**src/rtl/stt_pkg.sv**
```systemverilog
package stt_pkg;
    typedef enum logic {
        CHK_ADV = 1'b0,
        CHK_LD  = 1'b1
    } chk_kind_e;

    typedef enum logic [1:0] {
        OCC_EMPTY   = 2'd0,
        OCC_PARTIAL = 2'd1,
        OCC_FULL    = 2'd2
    } occ_state_e;
endpackage

```
**src/rtl/stt_entry.sv**
```systemverilog
module stt_entry #(
    parameter int REG_W  = 7,
    parameter int ADDR_W = 32,
    parameter int SIZE_W = 2
) (
    input  logic              clk,
    input  logic              rst_n,
    input  logic              flush_i,
    input  logic              wr_i,
    input  logic [REG_W-1:0]  ld_reg_i,
    input  logic [ADDR_W-1:0] ld_addr_i,
    input  logic [SIZE_W-1:0] ld_size_i,
    input  logic              kill_i,
    input  logic              clr_i,
    input  logic [REG_W-1:0]  chk_reg_i,
    input  logic              st_valid_i,
    input  logic [ADDR_W-1:0] st_addr_i,
    input  logic [SIZE_W-1:0] st_size_i,
    output logic              valid_o,
    output logic              valid_nxt_o,
    output logic              chk_match_o,
    output logic              ld_match_o
);
    localparam int EXT_W = ADDR_W + 1;

    logic              valid_q;
    logic [REG_W-1:0]  reg_q;
    logic [ADDR_W-1:0] addr_q;
    logic [SIZE_W-1:0] size_q;
    logic [EXT_W-1:0]  my_end, st_end;
    logic              overlap, drop;

    // exclusive end of a byte range
    function automatic logic [EXT_W-1:0] span_end(input logic [ADDR_W-1:0] a,
                                                 input logic [SIZE_W-1:0] s);
        return {1'b0, a} + (EXT_W'(1) << s);
    endfunction

    always_comb begin
        my_end      = span_end(addr_q, size_q);
        st_end      = span_end(st_addr_i, st_size_i);
        overlap     = ({1'b0, addr_q} < st_end) && ({1'b0, st_addr_i} < my_end);
        chk_match_o = valid_q && (reg_q == chk_reg_i);
        ld_match_o  = valid_q && (reg_q == ld_reg_i);
        drop        = (st_valid_i && valid_q && overlap)
                    || (clr_i && chk_match_o)
                    || (kill_i && ld_match_o);
        if (flush_i)   valid_nxt_o = 1'b0;
        else if (wr_i) valid_nxt_o = 1'b1;
        else if (drop) valid_nxt_o = 1'b0;
        else           valid_nxt_o = valid_q;
    end

    always_ff @(posedge clk or negedge rst_n) begin
        if (!rst_n) begin
            valid_q <= 1'b0;
            reg_q   <= '0;
            addr_q  <= '0;
            size_q  <= '0;
        end else begin
            valid_q <= valid_nxt_o;
            if (wr_i && !flush_i) begin
                reg_q  <= ld_reg_i;
                addr_q <= ld_addr_i;
                size_q <= ld_size_i;
            end
        end
    end

    assign valid_o = valid_q;
endmodule

```
**src/rtl/stt_alloc.sv**
```systemverilog
module stt_alloc #(
    parameter int N_ENTRIES = 8
) (
    input  logic                 clk,
    input  logic                 rst_n,
    input  logic                 ld_go_i,
    input  logic                 full_i,
    input  logic [N_ENTRIES-1:0] valid_i,
    input  logic [N_ENTRIES-1:0] ld_match_i,
    output logic [N_ENTRIES-1:0] wr_vec_o
);
    localparam int IDX_W = (N_ENTRIES > 1) ? $clog2(N_ENTRIES) : 1;
    localparam logic [IDX_W-1:0] LAST = IDX_W'(N_ENTRIES - 1);

    logic [IDX_W-1:0] ptr_q, hit_idx, free_idx, tgt;
    logic             hit_any, evict;

    always_comb begin
        hit_any  = 1'b0;
        hit_idx  = '0;
        free_idx = '0;
        for (int i = 0; i < N_ENTRIES; i++) begin
            if (ld_match_i[i]) begin
                hit_any = 1'b1;
                hit_idx = IDX_W'(i);
            end
        end
        for (int i = N_ENTRIES - 1; i >= 0; i--) begin
            if (!valid_i[i]) free_idx = IDX_W'(i);
        end
        if (hit_any)     tgt = hit_idx;
        else if (full_i) tgt = ptr_q;
        else             tgt = free_idx;
        evict = ld_go_i && !hit_any && full_i;
        for (int i = 0; i < N_ENTRIES; i++) begin
            wr_vec_o[i] = ld_go_i && (tgt == IDX_W'(i));
        end
    end

    always_ff @(posedge clk or negedge rst_n) begin
        if (!rst_n)     ptr_q <= '0;
        else if (evict) ptr_q <= (ptr_q == LAST) ? '0 : ptr_q + 1'b1;
    end
endmodule

```
**src/rtl/stt_ctrl.sv**
```systemverilog
module stt_ctrl
    import stt_pkg::*;
#(
    parameter int N_ENTRIES = 8
) (
    input  logic                 clk,
    input  logic                 rst_n,
    input  logic [N_ENTRIES-1:0] valid_nxt_i,
    input  logic                 chk_valid_i,
    input  chk_kind_e            chk_kind_i,
    input  logic                 chk_hit_i,
    output logic                 full_o,
    output logic                 chk_done_o,
    output logic                 chk_hit_o,
    output logic                 chk_recover_o,
    output logic                 chk_reload_o
);
    localparam int CNT_W = $clog2(N_ENTRIES + 1);
    localparam logic [CNT_W-1:0] TOP = CNT_W'(N_ENTRIES);

    occ_state_e       state_q, state_d;
    logic [CNT_W-1:0] cnt;
    logic             none_left, all_used;

    always_comb begin
        cnt = '0;
        for (int i = 0; i < N_ENTRIES; i++) cnt = cnt + CNT_W'(valid_nxt_i[i]);
        none_left = (cnt == '0);
        all_used  = (cnt == TOP);
    end

    // next occupancy: FILL, TOP_OFF, DRAIN, WIPE
    always_comb begin
        state_d = state_q;
        unique case (state_q)
            OCC_EMPTY: begin
                if (all_used)        state_d = OCC_FULL;
                else if (!none_left) state_d = OCC_PARTIAL;
            end
            OCC_PARTIAL: begin
                if (none_left)     state_d = OCC_EMPTY;
                else if (all_used) state_d = OCC_FULL;
            end
            OCC_FULL: begin
                if (none_left)      state_d = OCC_EMPTY;
                else if (!all_used) state_d = OCC_PARTIAL;
            end
            default: state_d = OCC_EMPTY;
        endcase
    end

    always_ff @(posedge clk or negedge rst_n) begin
        if (!rst_n) state_q <= OCC_EMPTY;
        else        state_q <= state_d;
    end

    always_ff @(posedge clk or negedge rst_n) begin
        if (!rst_n) begin
            chk_done_o    <= 1'b0;
            chk_hit_o     <= 1'b0;
            chk_recover_o <= 1'b0;
            chk_reload_o  <= 1'b0;
        end else begin
            chk_done_o    <= chk_valid_i;
            chk_hit_o     <= chk_valid_i && chk_hit_i;
            chk_recover_o <= chk_valid_i && !chk_hit_i && (chk_kind_i == CHK_ADV);
            chk_reload_o  <= chk_valid_i && !chk_hit_i && (chk_kind_i == CHK_LD);
        end
    end

    assign full_o = (state_q == OCC_FULL);
endmodule

```
**src/rtl/spec_track_table.sv**
```systemverilog
module spec_track_table
    import stt_pkg::*;
#(
    parameter int N_ENTRIES = 8,
    parameter int REG_W     = 7,
    parameter int ADDR_W    = 32,
    parameter int SIZE_W    = 2
) (
    input  logic              clk,
    input  logic              rst_n,
    input  logic              flush_i,
    input  logic              ld_valid_i,
    input  logic              ld_defer_i,
    input  logic [REG_W-1:0]  ld_reg_i,
    input  logic [ADDR_W-1:0] ld_addr_i,
    input  logic [SIZE_W-1:0] ld_size_i,
    input  logic              st_valid_i,
    input  logic [ADDR_W-1:0] st_addr_i,
    input  logic [SIZE_W-1:0] st_size_i,
    input  logic              chk_valid_i,
    input  logic [REG_W-1:0]  chk_reg_i,
    input  logic              chk_kind_i,
    input  logic              chk_clear_i,
    output logic              chk_done_o,
    output logic              chk_hit_o,
    output logic              chk_recover_o,
    output logic              chk_reload_o
);
    logic [N_ENTRIES-1:0] valid, valid_nxt, chk_match, ld_match, wr_vec;
    logic ld_go, ld_kill, chk_clr, full;

    assign ld_go   = ld_valid_i && !ld_defer_i && !flush_i;
    assign ld_kill = ld_valid_i && ld_defer_i && !flush_i;
    assign chk_clr = chk_valid_i && chk_clear_i;

    for (genvar g = 0; g < N_ENTRIES; g++) begin : g_slot
        stt_entry #(.REG_W(REG_W), .ADDR_W(ADDR_W), .SIZE_W(SIZE_W)) u_entry (
            .clk(clk), .rst_n(rst_n), .flush_i(flush_i), .wr_i(wr_vec[g]),
            .ld_reg_i(ld_reg_i), .ld_addr_i(ld_addr_i), .ld_size_i(ld_size_i),
            .kill_i(ld_kill), .clr_i(chk_clr), .chk_reg_i(chk_reg_i),
            .st_valid_i(st_valid_i), .st_addr_i(st_addr_i), .st_size_i(st_size_i),
            .valid_o(valid[g]), .valid_nxt_o(valid_nxt[g]),
            .chk_match_o(chk_match[g]), .ld_match_o(ld_match[g])
        );
    end

    stt_alloc #(.N_ENTRIES(N_ENTRIES)) u_alloc (
        .clk(clk), .rst_n(rst_n), .ld_go_i(ld_go), .full_i(full),
        .valid_i(valid), .ld_match_i(ld_match), .wr_vec_o(wr_vec)
    );

    stt_ctrl #(.N_ENTRIES(N_ENTRIES)) u_ctrl (
        .clk(clk), .rst_n(rst_n), .valid_nxt_i(valid_nxt),
        .chk_valid_i(chk_valid_i), .chk_kind_i(chk_kind_e'(chk_kind_i)),
        .chk_hit_i(|chk_match), .full_o(full),
        .chk_done_o(chk_done_o), .chk_hit_o(chk_hit_o),
        .chk_recover_o(chk_recover_o), .chk_reload_o(chk_reload_o)
    );
endmodule

```
**config.mk**
```make
export PLATFORM = sky130hd
export DESIGN_NAME = spec_track_table
export DESIGN_NICKNAME = d
export VERILOG_FILES = /design/src/rtl/stt_pkg.sv /design/src/rtl/stt_entry.sv /design/src/rtl/stt_alloc.sv /design/src/rtl/stt_ctrl.sv /design/src/rtl/spec_track_table.sv
export SDC_FILE = /design/constraint.sdc
export NUM_CORES = 1
export LEC_CHECK = 0
export ABC_CLOCK_PERIOD_IN_PS = 6100
export BUFFER_PORTS_ARGS = -buffer_cell sky130_fd_sc_hd__buf_2
export CAP_MARGIN = 10
export CORE_MARGIN = 2
export CORE_UTILIZATION = 35
export CTS_BUF_LIST = sky130_fd_sc_hd__clkbuf_4 sky130_fd_sc_hd__clkbuf_8 sky130_fd_sc_hd__clkbuf_16
export CTS_CLUSTER_DIAMETER = 40
export DETAILED_ROUTE_END_ITERATION = 7
export PLACE_DENSITY = 0.62
export SYNTH_ARGS = -nofsm -noshare
export SYNTH_HDL_FRONTEND = slang
export SYNTH_SLANG_ARGS = --single-unit
```
**constraint.sdc**
```tcl
create_clock -name clk -period 6.1 [get_ports clk]
set_input_delay 0.61 -clock clk [delete_from_list [all_inputs] [get_ports clk]]
set_output_delay 0.61 -clock clk [all_outputs]
set_load 0.02 [all_outputs]
```
==> impl_metrics.py <==
metrics = {
    "layout": {
        "nets": 4298,
        "layoutNonFillerInstCount": 4886,
        "area_growth_pct": 24.8,
        "drive_gt1_frac": 0.268,
        "fillCellCount": 8419,
    },
    "worst_setup_path": {
        "cp.arrival_ns": 7.16,
        "max_stage_delay_ns": 0.56,
        "cp_common_cell": "buf_4",
        "rr_worst_depth": 35,
        "r2r_slack_ns": -0.51,
        "crit_type": "flip-flop to flip-flop",
        "crit_path_end_kind": "flip-flop",
        "startpoint": "g_slot[1].u_entry.size_q[0]",
        "timing.rr.start": "g_slot[1].u_entry.size_q[0]",
        "r2r_end": "u_ctrl.state_q[1]",
        "endpoint": "u_ctrl.state_q[1]",
        "critical_path.max_fanout": 3,
        "crit_required_ns": 6.65,
        "cp-start-kind": "flip-flop",
        "critPathSlowestCell": "fa_1",
    },
    "sta": {
        "hold_viol": 0,
        "worst_pin_slew_ns": 0.947,
        "finClkSkew_ns": 0.0514,
        "slew_violations": 0,
        "fin_ws_ns": -0.510,
        "slew_headroom": 0.363,
        "timing.hold.ws_ns": 0.175,
        "fin_crit_ns": 6.61,
        "final-setup-viol-count": 2,
        "rsz0062_at_grt": "true",
        "final.period_utilization": 1.08,
        "max_freq_ghz": 0.151,
        "setup_tns_ns": -1.02,
    },
    "yosys": {
        "synthCells": 3136,
        "ys_types": 73,
        "synth_area_leaders": "dfrtp_1 (28%), ha_1 (22%), mux2_2 (10%), xnor2_1 (6.4%), xor2_1 (4.3%)",
        "synth-async-reset-ratio": 1.00,
        "syn-num-nets": 3777,
        "ys.flop_type": "dfrtp_1",
        "syn_area_um2": 31200,
        "synth-edff-count": 0,
        "synth_warnings": 0,
        "synth_top_cell_by_area": "dfrtp_1",
        "synth_top_area_frac": 0.276,
        "syn_avg_cell_area_um2": 9.96,
        "synth-seq-area-share": 0.276,
        "synth-seq-cells": 345,
    },
    "floorplan": {
        "dieHeight_um": 303,
        "rows": 109,
        "die-area_um2": 91700,
        "pin_count": 95,
        "start_util": 0.354,
        "fp.dieW_um": 303,
        "coreArea_um2": 88400,
    },
    "place": {
        "dp_cells": 4723,
        "port_buffers": 94,
        "dp_hpwl_um": 81200,
        "gp_congestion": 0.936,
    },
    "worst_hold_path": {
        "hold_depth": 2,
        "hp-class": "input pin to flip-flop",
    },
    "detailed_routing": {
        "ant_nets": 0,
        "vias": 27000,
        "first_pass_iters": 5,
        "finalWirelength_um": 105000,
        "routed_via_density": 5.53,
        "wire_per_inst_um": 21.6,
        "dr.first_iter.drc_count": 1894,
        "drcViolationCount": 0,
    },
    "global_route": {
        "grt_pass1_vias": 27100,
        "overflow": 0,
        "antenna_found_initial": 5,
        "grt_pass1_wl_um": 162000,
        "grt_usage": 0.232,
        "grt_max_degree": 118,
    },
    "clock_tree": {
        "max-clock-path-buffers": 3,
        "cts_root_buf": "clkbuf_16",
        "cts_buffers": 78,
        "htree_levels": 3,
        "path_clk_slew_ns": 0.05,
        "clock_sinks": 345,
        "clkLatencyLatePin_ns": 0.64,
        "cts_tree": "built",
    },
    "pwr": {
        "p_leak_nw": 18.4,
        "ir_drop_uv": 265,
        "power.total_mw": 10.2,
        "p_per_area_nw_per_um2": 260,
    },
    "flow_run": {
        "maxCapViolCount": 0,
    },
    "status": {
        "violations": "negative setup slack",
        "status": "finished with violations",
    },
}
==> layout make-up <==
cell class	count	area, um2	share of cell area
multi-input cells	2657	22300	0.572
repair buffers	505	3590	0.0921
inverters	70	263	0.00674
flip-flops and latches	345	8630	0.221
clock inverters	51	614	0.0158
well taps	1165	1460	0.0374
clock buffers	91	2140	0.0549
diodes	2	5.00	0.000128
==> metrics by stage <==
step	utilization	cell area (um2)	setup WS [ns]
3_3_place_gp	0.407	35900	-0.975
2_1_floorplan	-	31400	-0.283
3_5_place_dp	0.407	35900	-1.11
4_1_cts	0.441	39000	-0.542
5_1_grt	0.441	39000	-0.825
6_report	0.441	39000	-0.510
==> sequential cells by signal, summed over array words and instances (netlist names) <==
register / flops
u_ctrl.chk_done_o: 1
g_slot.u_entry.size_q: 16
u_ctrl.chk_recover_o: 1
g_slot.u_entry.addr_q: 256
u_alloc.ptr_q: 3
g_slot.u_entry.reg_q: 56
g_slot.u_entry.valid_o: 8
u_ctrl.state_q: 2
u_ctrl.chk_reload_o: 1
u_ctrl.chk_hit_o: 1
==> where the power goes <==
| part | internal, mW | switching (mW) | leakage, nW |
|---|---|---|---|
| clock network | 2.95 | 1.50 | 1.34 |
| registers | 2.52 | 0.266 | 4.63 |
| logic | 1.44 | 1.48 | 12.4 |
==> per-layer routing <==
layer	global-route usage	routed length [um]
met5	0	27
met4	0.0781	3240
met3	0.0373	6950
met2	0.378	48400
met1	0.312	46900
==> timing repair <==
| item | CTS | global route |
|---|---|---|
| hold buffers | 1 | 0 |
| endpoints found under the hold margin | 33 | 0 |
| endpoints found under the setup margin | 2 | 2 |
| gates resized for setup | 37 | 3 |
| pin swaps | 13 | 3 |
| gates cloned | 0 | 0 |
| buffers inserted | 17 | 1 |
==> worst min-delay path by stage <==
stage | from | slack (ns) | endpoint
after floorplan | rst_n | 0.31 | g_slot[0].u_entry.addr_q[0]
after global placement | u_ctrl.state_q[0] | 0.46 | u_ctrl.state_q[0]
after detailed placement | u_ctrl.state_q[1] | 0.46 | u_ctrl.state_q[0]
after CTS | chk_kind_i | 0.14 | u_ctrl.chk_recover_o
after global routing | chk_kind_i | 0.17 | u_ctrl.chk_recover_o
final | chk_kind_i | 0.18 | u_ctrl.chk_recover_o
==> layout by cell type, fill, tap and decap left out, types with 96 or more instances in the layout <==
master and count:
buf_4 408, o21ai_0 107, a21o_1 113, nand4_1 127
xor2_1 150, a21oi_1 136, xnor2_1 229, ha_1 532
mux2_2 277, nand3_1 96, dfrtp_1 345, nor2_1 168
nand2_1 184
==> cells by family after synthesis <==
family	synth area share
fa+ha+maj	0.223
compound gates	0.115
buf+inv	0.0205
mux	0.117
xor+xnor	0.107
flops	0.276
simple gates	0.141
==> cells in the mapped netlist, drive strengths merged (11+ instances only) <==
library cell,number
ha,537
a211o,15
nand2b,26
a21o,114
o21ai,110
a41oi,11
buf,47
nand2,186
nor3,44
clkbuf,17
a2111oi,13
and2,19
dfrtp,345
nor2,175
a211oi,33
nor2b,53
xor2,153
xnor2,230
nand4,127
a21oi,143
o21a,15
nor4,12
o211ai,16
nand3,98
fa,13
a31oi,11
mux2,323
inv,70
o2111ai,11
and4,21
and3,52
==> critical path, delay by kind of cell, from the launching register on <==
family,cells,cell delay (ns)
DFF,1,0.39
AOI/OAI and AO/OA,6,1.13
xor gates and xnor gates,1,0.13
buffers and inverters,18,2.09
and+or+nand+nor,3,0.33
adders and majority gates,7,2.47
No activity file was read; power rests on OpenSTA's default activity.
